## config.mk

```make
export PLATFORM = sky130hd
export DESIGN_NAME = spiSlave
export DESIGN_NICKNAME = d
export VERILOG_FILES = /design/src/rtl/spi_slave_pkg.sv /design/src/rtl/spiSlaveCtrl.sv /design/src/rtl/spiSlaveDatapath.sv /design/src/rtl/spiSlave.sv
export SDC_FILE = /design/constraint.sdc
export NUM_CORES = 1
export LEC_CHECK = 0
export BUFFER_PORTS_ARGS = -buffer_cell sky130_fd_sc_hd__clkbuf_2
export CAP_MARGIN = 10
export CORE_MARGIN = 4
export CORE_UTILIZATION = 38
export CTS_CLUSTER_DIAMETER = 200
export DETAILED_ROUTE_END_ITERATION = 12
export PLACE_DENSITY_LB_ADDON = 0.08
export SYNTH_ARGS = -nofsm -noshare
export SYNTH_HDL_FRONTEND = slang
export SYNTH_HIERARCHICAL = 1
export SYNTH_SLANG_ARGS = --single-unit
```

## constraint.sdc

```tcl
create_clock -name clk -period 2.41 [get_ports clk]
set_clock_uncertainty 0.2 [all_clocks]
set_input_delay 0.241 -clock clk [delete_from_list [all_inputs] [get_ports clk]]
set_output_delay 0.241 -clock clk [all_outputs]
set_load 0.01 [all_outputs]
```

## src/rtl/spi_slave_pkg.sv

```systemverilog
package spi_slave_pkg;
  localparam logic [1:0] ADDR_TX   = 2'd0;
  localparam logic [1:0] ADDR_RX   = 2'd1;
  localparam logic [1:0] ADDR_CTRL = 2'd2;
  localparam int CTRL_BITS = 5;

  typedef struct packed {
    logic active;     // selected and enabled as slave
    logic loadTx;     // copy transmit register into shifter
    logic shiftTx;    // advance the outgoing bit
    logic sampleBit;  // capture mosiBit
    logic byteDone;   // last bit of the byte captured
    logic mosiBit;    // synchronized serial input
  } slvStrobe_t;
endpackage

```

## src/rtl/spiSlaveCtrl.sv

```systemverilog
module spiSlaveCtrl
  import spi_slave_pkg::*;
#(
  parameter int DATA_W      = 8,
  parameter int SYNC_STAGES = 2
) (
  input  logic       clk,
  input  logic       rstN,
  input  logic       sckIn,
  input  logic       mosiIn,
  input  logic       ssN,
  input  logic       enable,
  input  logic       masterSel,
  input  logic       cpol,
  input  logic       cpha,
  output slvStrobe_t strb
);
  localparam int CNT_W = $clog2(DATA_W);
  localparam logic [CNT_W-1:0] LAST_BIT = CNT_W'(DATA_W - 1);

  logic [SYNC_STAGES-1:0] sckSync, ssSync, mosiSync;
  logic sckPrev, ssPrev;
  logic [CNT_W-1:0] bitCnt;

  always_ff @(posedge clk or negedge rstN) begin
    if (!rstN) begin
      sckSync  <= '0;
      ssSync   <= '1;
      mosiSync <= '0;
      sckPrev  <= 1'b0;
      ssPrev   <= 1'b1;
    end else begin
      sckSync  <= {sckSync[SYNC_STAGES-2:0], sckIn};
      ssSync   <= {ssSync[SYNC_STAGES-2:0], ssN};
      mosiSync <= {mosiSync[SYNC_STAGES-2:0], mosiIn};
      sckPrev  <= sckSync[SYNC_STAGES-1];
      ssPrev   <= ssSync[SYNC_STAGES-1];
    end
  end

  logic sckNow, ssNow, sckRise, sckFall, ssFall, sampleEdge, driveEdge, active;
  always_comb begin
    sckNow     = sckSync[SYNC_STAGES-1];
    ssNow      = ssSync[SYNC_STAGES-1];
    sckRise    = sckNow & ~sckPrev;
    sckFall    = ~sckNow & sckPrev;
    ssFall     = ~ssNow & ssPrev;
    sampleEdge = (cpol ^ cpha) ? sckFall : sckRise;
    driveEdge  = (cpol ^ cpha) ? sckRise : sckFall;
    active     = enable & ~masterSel & ~ssNow;
  end

  always_ff @(posedge clk or negedge rstN) begin
    if (!rstN)               bitCnt <= '0;
    else if (!active)        bitCnt <= '0;
    else if (sampleEdge)     bitCnt <= (bitCnt == LAST_BIT) ? '0 : bitCnt + 1'b1;
  end

  always_comb begin
    strb.active    = active;
    strb.loadTx    = active & ((~cpha & ssFall) | (cpha & driveEdge & (bitCnt == '0)));
    strb.shiftTx   = active & driveEdge & ~strb.loadTx;
    strb.sampleBit = active & sampleEdge;
    strb.byteDone  = active & sampleEdge & (bitCnt == LAST_BIT);
    strb.mosiBit   = mosiSync[SYNC_STAGES-1];
  end

  // a deselected slave restarts from bit zero
  p_idle_count_r10: assert property (@(posedge clk) disable iff (!rstN)
    !active |=> bitCnt == '0);
  // a completed byte always follows a capture on the last bit
  p_done_on_sample_r2: assert property (@(posedge clk) disable iff (!rstN)
    strb.byteDone |-> strb.sampleBit);
endmodule

```

## src/rtl/spiSlaveDatapath.sv

```systemverilog
module spiSlaveDatapath
  import spi_slave_pkg::*;
#(
  parameter int DATA_W = 8
) (
  input  logic              clk,
  input  logic              rstN,
  input  slvStrobe_t        strb,
  input  logic              busSel,
  input  logic              busWr,
  input  logic              busRd,
  input  logic [1:0]        busAddr,
  input  logic [DATA_W-1:0] busWdata,
  output logic [DATA_W-1:0] busRdata,
  output logic              enable,
  output logic              masterSel,
  output logic              cpol,
  output logic              cpha,
  output logic              misoOut,
  output logic              misoEn,
  output logic              irq
);
  logic [CTRL_BITS-1:0] ctrlReg;
  logic [DATA_W-1:0] txReg, txShift, rxShift, rxBuf, rxWord;
  logic done, wcol, ovr, armed;
  logic wrTx, wrCtrl, rdRx, rdStat, irqEn;

  always_comb begin
    wrTx   = busSel & busWr & (busAddr == ADDR_TX);
    wrCtrl = busSel & busWr & (busAddr == ADDR_CTRL);
    rdRx   = busSel & busRd & (busAddr == ADDR_RX);
    rdStat = busSel & busRd & (busAddr == ADDR_CTRL);
    {irqEn, cpha, cpol, masterSel, enable} = ctrlReg;
    rxWord = {rxShift[DATA_W-2:0], strb.mosiBit};
  end

  always_ff @(posedge clk or negedge rstN) begin
    if (!rstN) ctrlReg <= '0;
    else if (wrCtrl) ctrlReg <= busWdata[CTRL_BITS-1:0];
  end

  always_ff @(posedge clk or negedge rstN) begin
    if (!rstN) txReg <= '0;
    else if (wrTx && !strb.active && !(done && !armed)) txReg <= busWdata;
  end

  always_ff @(posedge clk or negedge rstN) begin
    if (!rstN) begin
      txShift <= '0;
      rxShift <= '0;
    end else begin
      if (strb.loadTx)       txShift <= txReg;
      else if (strb.shiftTx) txShift <= {txShift[DATA_W-2:0], 1'b0};
      if (strb.sampleBit)    rxShift <= rxWord;
    end
  end

  always_ff @(posedge clk or negedge rstN) begin
    if (!rstN) begin
      rxBuf <= '0; done <= 1'b0; wcol <= 1'b0; ovr <= 1'b0; armed <= 1'b0;
    end else begin
      if (strb.byteDone) begin
        armed <= 1'b0;
        if (done) ovr <= 1'b1;
        else begin
          rxBuf <= rxWord;
          done  <= 1'b1;
        end
      end else if (rdRx && armed) begin
        done <= 1'b0; wcol <= 1'b0; ovr <= 1'b0; armed <= 1'b0;
      end else if (rdStat && (done || wcol || ovr)) begin
        armed <= 1'b1;
      end
      if (wrTx && strb.active) wcol <= 1'b1;
    end
  end

  always_comb begin
    misoEn  = strb.active;
    misoOut = strb.active ? txShift[DATA_W-1] : 1'b0;
    irq     = done & irqEn;
    case (busAddr)
      ADDR_TX:   busRdata = txReg;
      ADDR_RX:   busRdata = rxBuf;
      ADDR_CTRL: busRdata = DATA_W'({done, wcol, ovr, ctrlReg});
      default:   busRdata = '0;
    endcase
  end

  // done only rises on a completed byte
  p_done_source_r5: assert property (@(posedge clk) disable iff (!rstN)
    $rose(done) |-> $past(strb.byteDone));
  // done only falls on an armed receive read
  p_clear_seq_r6: assert property (@(posedge clk) disable iff (!rstN)
    $fell(done) |-> $past(rdRx && armed));
  // un-armed writes while done is set leave the register untouched
  p_tx_gate_r7: assert property (@(posedge clk) disable iff (!rstN)
    (wrTx && done && !armed) |=> $stable(txReg));
  // overrun only from a byte landing on a pending one
  p_overrun_r8: assert property (@(posedge clk) disable iff (!rstN)
    $rose(ovr) |-> $past(strb.byteDone && done));
  // selected slave keeps its transmit register frozen
  p_tx_frozen_r9: assert property (@(posedge clk) disable iff (!rstN)
    strb.active |=> $stable(txReg));
  // collision flag only from a write during selection
  p_wcol_cause_r9: assert property (@(posedge clk) disable iff (!rstN)
    $rose(wcol) |-> $past(wrTx && strb.active));
endmodule

```

## src/rtl/spiSlave.sv

```systemverilog
module spiSlave
  import spi_slave_pkg::*;
#(
  parameter int DATA_W      = 8,
  parameter int SYNC_STAGES = 2
) (
  input  logic              clk,
  input  logic              rstN,
  input  logic              busSel,
  input  logic              busWr,
  input  logic              busRd,
  input  logic [1:0]        busAddr,
  input  logic [DATA_W-1:0] busWdata,
  output logic [DATA_W-1:0] busRdata,
  input  logic              sckIn,
  input  logic              mosiIn,
  input  logic              ssN,
  output logic              misoOut,
  output logic              misoEn,
  output logic              irq
);
  slvStrobe_t strb;
  logic enable, masterSel, cpol, cpha;

  spiSlaveCtrl #(.DATA_W(DATA_W), .SYNC_STAGES(SYNC_STAGES)) i_ctrl (
    .clk(clk), .rstN(rstN), .sckIn(sckIn), .mosiIn(mosiIn), .ssN(ssN),
    .enable(enable), .masterSel(masterSel), .cpol(cpol), .cpha(cpha), .strb(strb)
  );

  spiSlaveDatapath #(.DATA_W(DATA_W)) i_dp (
    .clk(clk), .rstN(rstN), .strb(strb),
    .busSel(busSel), .busWr(busWr), .busRd(busRd), .busAddr(busAddr),
    .busWdata(busWdata), .busRdata(busRdata),
    .enable(enable), .masterSel(masterSel), .cpol(cpol), .cpha(cpha),
    .misoOut(misoOut), .misoEn(misoEn), .irq(irq)
  );
endmodule

```

[Word level (Yosys, flattened, before mapping)]
Cells that the tools add are included.
Widths: inputs -> output; s select.
Storage, ports and cells
  bits in registers: 51
  bits in latches: 0
  bits in writable memories: 0
  ROM bits: 0
  input bits: 18
  output and inout port bits: 11
  word-level logic and storage cells: 89
  memories: 0
Operators by class
  $add $sub $neg: 1
  multipliers: 0
  div/mod/pow operators: 0
  magnitude comparators: 0
  equal/unequal tests: 6
  shifts and indexed selects: 0
  multiplexer cells: 18
  bitwise gates (word level): 29
  reduce and logical (&&, ||, !) cells: 20
Operator list (count)
  $pmux 8 s3: 1
  $and 1x1->1: 20
  $mux 8: 2
  $mux 1: 12
  $mux 3: 3
  $not 1->1: 7
  $logic_and 1x1->1: 6
  $ne 2x1->1 const B: 3
  $reduce_and 2->1: 3
  $reduce_bool 2->1: 3
  $add 3x1->3 const B: 1
  $eq 3x3->1 const B: 1
  $logic_not 1->1: 3
  $logic_not 3->1: 1
  $reduce_bool 3->1: 1
  $eq 2x1->1 const B: 1
  $eq 2x2->1 const B: 1
  $logic_not 2->1: 1
  $logic_or 1x1->1: 2
  $or 1x1->1: 1
  $xor 1x1->1: 1

[Logic depth before layout (Yosys ltp)]
  depth in word-level cells: 11
  depth in mapped cells: 8
  gate-level depth less buffers: 7

[Cells and area by module]
Netlist, hierarchy kept.
Modules (own cells, without submodules)
  spiSlaveDatapath: times used 1, cells an instance 144, area an instance 1799.2 um2, seq. area each 1001.0 um2
  spiSlaveCtrl: times used 1, cells an instance 44, area an instance 505.5 um2, seq. area each 279.0 um2

[Least setup slack after synthesis]
No wires, ideal clock.
  path kind: reg-to-reg
  from: register i_dp.ctrlReg[3]
  to: register i_dp.rxBuf[0]
  setup time: 0.125 ns
  data arrival time: 1.919 ns
  data required time: 2.085 ns
  path slack: 0.166 ns
  cell stages (with the launch flop): 7
  buffers on the path: 1
  period minus slack after synthesis: 2.244 ns
  path through: dfrtp_1 xnor2_1 mux2i_2 and3b_1 nor2b_1 clkbuf_1 mux2_2
RTL lines
  start: declaration: RTL line spiSlaveDatapath.sv:23  | logic [CTRL_BITS-1:0] ctrlReg;
  start signal: assignment: RTL line spiSlaveDatapath.sv:39  | else if (wrCtrl) ctrlReg <= busWdata[CTRL_BITS-1:0];
  end signal: assignment: RTL line spiSlaveDatapath.sv:66  | rxBuf <= rxWord;
  end: declaration: RTL line spiSlaveDatapath.sv:24  | logic [DATA_W-1:0] txReg, txShift, rxShift, rxBuf, rxWord;

==> results.md <==
- The startpoint identified for the worst register-to-register timing path is i_dp/ctrlReg[3]$_DFFE_PN0P_.
- The clock reaches the later pin of the worst-skew pair after 0.29 ns.
- In the routed design, unresolved DRC markers number 0.
- The detail route stage leaves a number of antenna-violating nets equal to 0.
- For this run, the total global-route usage over all layers was measured as 0.137.
- The number of different library cells in the post-synthesis netlist is 28.
- The pin count of the biggest net entering global routing is 28.
- Power spread over the standard cell area amounts to 731 mW/mm2.
- Max-cap violations in this run came to 0.
- The switching component of the power is roughly 0.00055 W.
- The worst hold-check path type is in2reg.
- Counting flops with an async set or reset pin after synthesis yields a share of 1.00.
- The register area is about 0.0013 mm2.
- Summed over all layers, the global routing overflow is 0.
- CTS placed an instance of clkbuf_8 at the clock tree root.
- Setup violations remaining at the end of the flow were counted as 0.
- The tightest slew margin relative to the limit is 0.566.
- Among all stages on the critical path, the largest delay is contributed by dfrtp_1.
- The net count of the finished layout is about 250.
- The area added between synthesis and finish is 20.5%.
- The initial utilization of the core area, before any placement, comes to 0.389.
- The share of power burned in registers is 0.552.
- The number of antenna violations at the first check in global routing is 0.
- The worst path meets setup with ~0.15 ns of slack.
- For this run, the number of Yosys warnings is 6.
- Summed over all instances, the cell type with the most area after synthesis is dfrtp_1.
- The post-synthesis area per instance is 12.3 um2.
- Clock tree synthesis found a total of between 50 and 60 sinks.
- The via count of the first global-routing pass is about 1600.
- The total leakage power is between 1 and 1.5 nW.
- The number of synthesized flops with an enable pin is 0.
- The global-route wire length before repair is roughly 7.9 mm.
- The part of the total power dissipated in combinational logic is 0.190.
- The count of TritonRoute iterations in the first routing pass is 4.
- The family with the most delay on the worst path is simple AND/OR/NAND/NOR gates.
- The maximum buffer depth of the clock tree is 2.
- Counting instances, the worst hold path has a depth of 2.
- The net count after synthesis is 209.
- The final-layout worst hold slack is between 0.007 and 0.008 ns.
- The first-iteration detailed-routing DRC count is 58.
- The startpoint identified for the worst hold timing path is busWdata[2].
- The switching fraction of total power is 0.270.
- The register clock-pin slew on the reported worst setup and hold paths is around 0.080 ns.
- Counting cells, the worst reg-to-reg path comes to 6.
- The highest achievable clock rate is between 400 and 500 MHz.
- The internal reg-to-reg setup slack is approximately 0.15 ns.
- For hold timing, the worst endpoint is i_dp/txReg[2]$_DFFE_PN0P_.
- The floorplan die height is 85.9 um.
- For this run, the leading register cell type out of synthesis is dfrtp_1.
- Of the cells placed in the final design, the portion with a size suffix greater than 1 is 0.345.
- The endpoint identified for the worst register-to-register timing path is i_dp/ovr$_DFFE_PN0P_.
- The netlist area before placement is 0.00230 mm2.
- The top cell type's share of synthesized area is 0.521.
- The worst setup path category is reg2reg.
- For the pin with the worst max-slew slack, the measured transition is 0.651 ns.
- For this block, the via count after detailed routing is about 1500.
- The internal power of the cells totals 0.00148 W.
- The number of hold-slack violations in the final timing report is 0.
- After synthesis, the cell types taking the most area are dfrtp_1, mux2_2, mux2i_1.
- In the finished design, the share of the clock period the worst path needs comes to 0.936.
- The area of the die is between 0.007 and 0.008 mm2.
- In the synthesized netlist, the number of instances is between 150 and 200.
- The post-place setup slack is -0.0492 ns.
- The antenna diode count is 0.
- In this run, synthesis produced a sequential element count of 51.
- After floorplanning, the core was sized to cover just under 0.006 mm2.
- The layout has roughly 560 filler cells.
- The number of port buffers is 28.
- Setup repair after global routing left no endpoint under its margin.
- For this run, the register share of the synthesized area comes to 0.555.
- The HPWL after detailed placement is approximately 3.5 mm.
- The type of origin of the critical path is a flip-flop.
- STA puts the critical path data required time at ~2.4 ns.
- The largest stage delay on the critical path is approximately 0.43 ns.
- The floorplan die width is 85.9 um.
- The run finished with clean final reports.
- For this design the top-level I/O count stands at 29.
- The row count is 28.
- The post-CTS setup repair buffer count is 0.
- The via-per-instance ratio is 4.96.
- For the worst setup path, the data arrival time is roughly 2.2 ns.
- The footprint of the multi-input gates is 968 um2.
- Of the total power, the clock network draws 0.258.
- Together, buffers and inverters on the worst path number 1.
- The worst-case vdd ir drop is just under 300 uV.
- STA classifies the critical path endpoint as a flip-flop.
- CTS built an H-tree with a depth of 2.
- The routed length per placed instance is between 10 and 15 um.
- Once layout is complete, the utilization of the core stands at 0.469.
- The final number of max-transition violations came to 0.
- In this run the worst path has a maximum fanout of 5.
- The CTS tree is built.
- The number of clock buffers added by TritonCTS is 5.
- The routability congestion estimate is 0.767.
- The critical path goes through xnor2_1 -> mux2i_2 -> and3b_1 -> buf_4 -> or3_1 -> a22o_1.
- The routed design has around 4.6 mm of wire.
- The worst path needs 2.26 ns of the cycle, external delays included.
==> cell usage after synthesis (2+ instances only) <==
cell type	n
and2_1	2
buf_4	3
a22o_1	2
nand4b_1	3
nor2_1	3
nand2_1	25
clkbuf_1	5
nand2b_1	2
mux2i_1	19
dfstp_2	3
inv_1	3
o21ai_0	19
nor3_1	2
nor2b_1	6
ha_1	3
buf_2	2
mux2_2	28
dfrtp_1	48
==> area by class of cell <==
| cell class | instances | share of cell area |
|---|---|---|
| flip-flops and latches | 51 | 0.461 |
| clock buffers | 8 | 0.0361 |
| well taps | 75 | 0.0338 |
| repair buffers | 47 | 0.116 |
| multi-input cells | 123 | 0.349 |
| inverters | 3 | 0.00406 |
==> flip-flops by register name (all words and copies together), names as in the netlist, 2 cells and up <==
name,cells
i_dp/txReg,8
i_dp/ctrlReg,5
i_ctrl/bitCnt,3
i_ctrl/sckSync,2
i_dp/rxShift,7
i_dp/txShift,8
i_ctrl/mosiSync,2
i_dp/rxBuf,8
i_ctrl/ssSync,2
==> power groups by stage <==
stage | logic, W | clock network [W] | registers, W
6_report | 0.000385 | 0.000522 | 0.00112
5_1_grt | 0.000437 | 0.000587 | 0.00114
4_1_cts | 0.000394 | 0.000543 | 0.00112
3_5_place_dp | 0.000379 | 0 | 0.00114
3_3_place_gp | 0.000367 | 0 | 0.00113
2_1_floorplan | 0.000268 | 0 | 0.00110
==> per-stage QoR <==
stage	instance area, um2	TNS [ns]	instances	total power [W]
floorplan	2300	0	188	0.00137
global placement	2560	0	288	0.00150
detailed placement	2560	-0.301	288	0.00152
CTS	2770	0	307	0.00206
global route	2780	0	307	0.00216
finish	2780	0	307	0.00203
==> layer usage <==
layer  global-route usage  vias up  part of all wire
li1                     -      739                 -
met3               0.0307        2             0.039
met2                0.220       26              0.50
met4               0.0345        0            0.0055
met5                    0        -                 0
met1                0.187      755              0.45
==> layout by cell type, fill, tap and decap left out, types with 3 or more instances in the layout <==
cell type / instances
dlygate4sd3_1: 11
clkbuf_8: 7
mux2i_1: 19
dfrtp_1: 48
nor2b_1: 4
buf_4: 7
nor2_1: 3
mux2_2: 28
nand4b_1: 3
dfstp_2: 3
o21ai_0: 19
inv_1: 3
clkbuf_2: 28
nand2_1: 25
ha_1: 3
==> kinds of logic after synthesis <==
family,synth area share
xor gates and xnor gates,0.00380
DFF,0.555
adders and majority gates,0.0163
muxes,0.225
and+or+nand+nor,0.106
AOI/OAI and AO/OA,0.0646
buffers and inverters,0.0288
==> how the worst max path moves through the flow <==
stage / start / end / slack, ns / depth (start not counted)
4_1_cts: i_dp/ctrlReg[3]$_DFFE_PN0P_ / i_dp/rxShift[2]$_DFFE_PN0P_ / 0.10 / 5
6_report: i_dp/ctrlReg[3]$_DFFE_PN0P_ / i_dp/ovr$_DFFE_PN0P_ / 0.15 / 6
3_5_place_dp: i_dp/ctrlReg[3]$_DFFE_PN0P_ / i_dp/rxBuf[7]$_DFFE_PN0P_ / -0.05 / 5
2_1_floorplan: i_dp/ctrlReg[3]$_DFFE_PN0P_ / i_dp/rxBuf[0]$_DFFE_PN0P_ / 0.17 / 6
5_1_grt: i_dp/ctrlReg[3]$_DFFE_PN0P_ / i_dp/rxBuf[6]$_DFFE_PN0P_ / 0.02 / 5
3_3_place_gp: i_dp/ctrlReg[3]$_DFFE_PN0P_ / i_dp/rxBuf[2]$_DFFE_PN0P_ / 0.07 / 5
==> worst reg2reg max path, cell delays in order, from the launching register on <==
cell and delay [ns]:
dfrtp_1 0.43, xnor2_1 0.33, mux2i_2 0.27, and3b_1 0.22, buf_4 0.14, or3_1 0.36
a22o_1 0.20
==> timing repair <==
| item | CTS | global route |
|---|---|---|
| hold endpoints to repair | 35 | 0 |
| cloned | 0 | 0 |
| hold buffers | 11 | 0 |
| endpoints found under the setup margin | 8 | 1 |
| gates resized for setup | 1 | 1 |
Note: power is estimated with default switching activity, not from simulation.
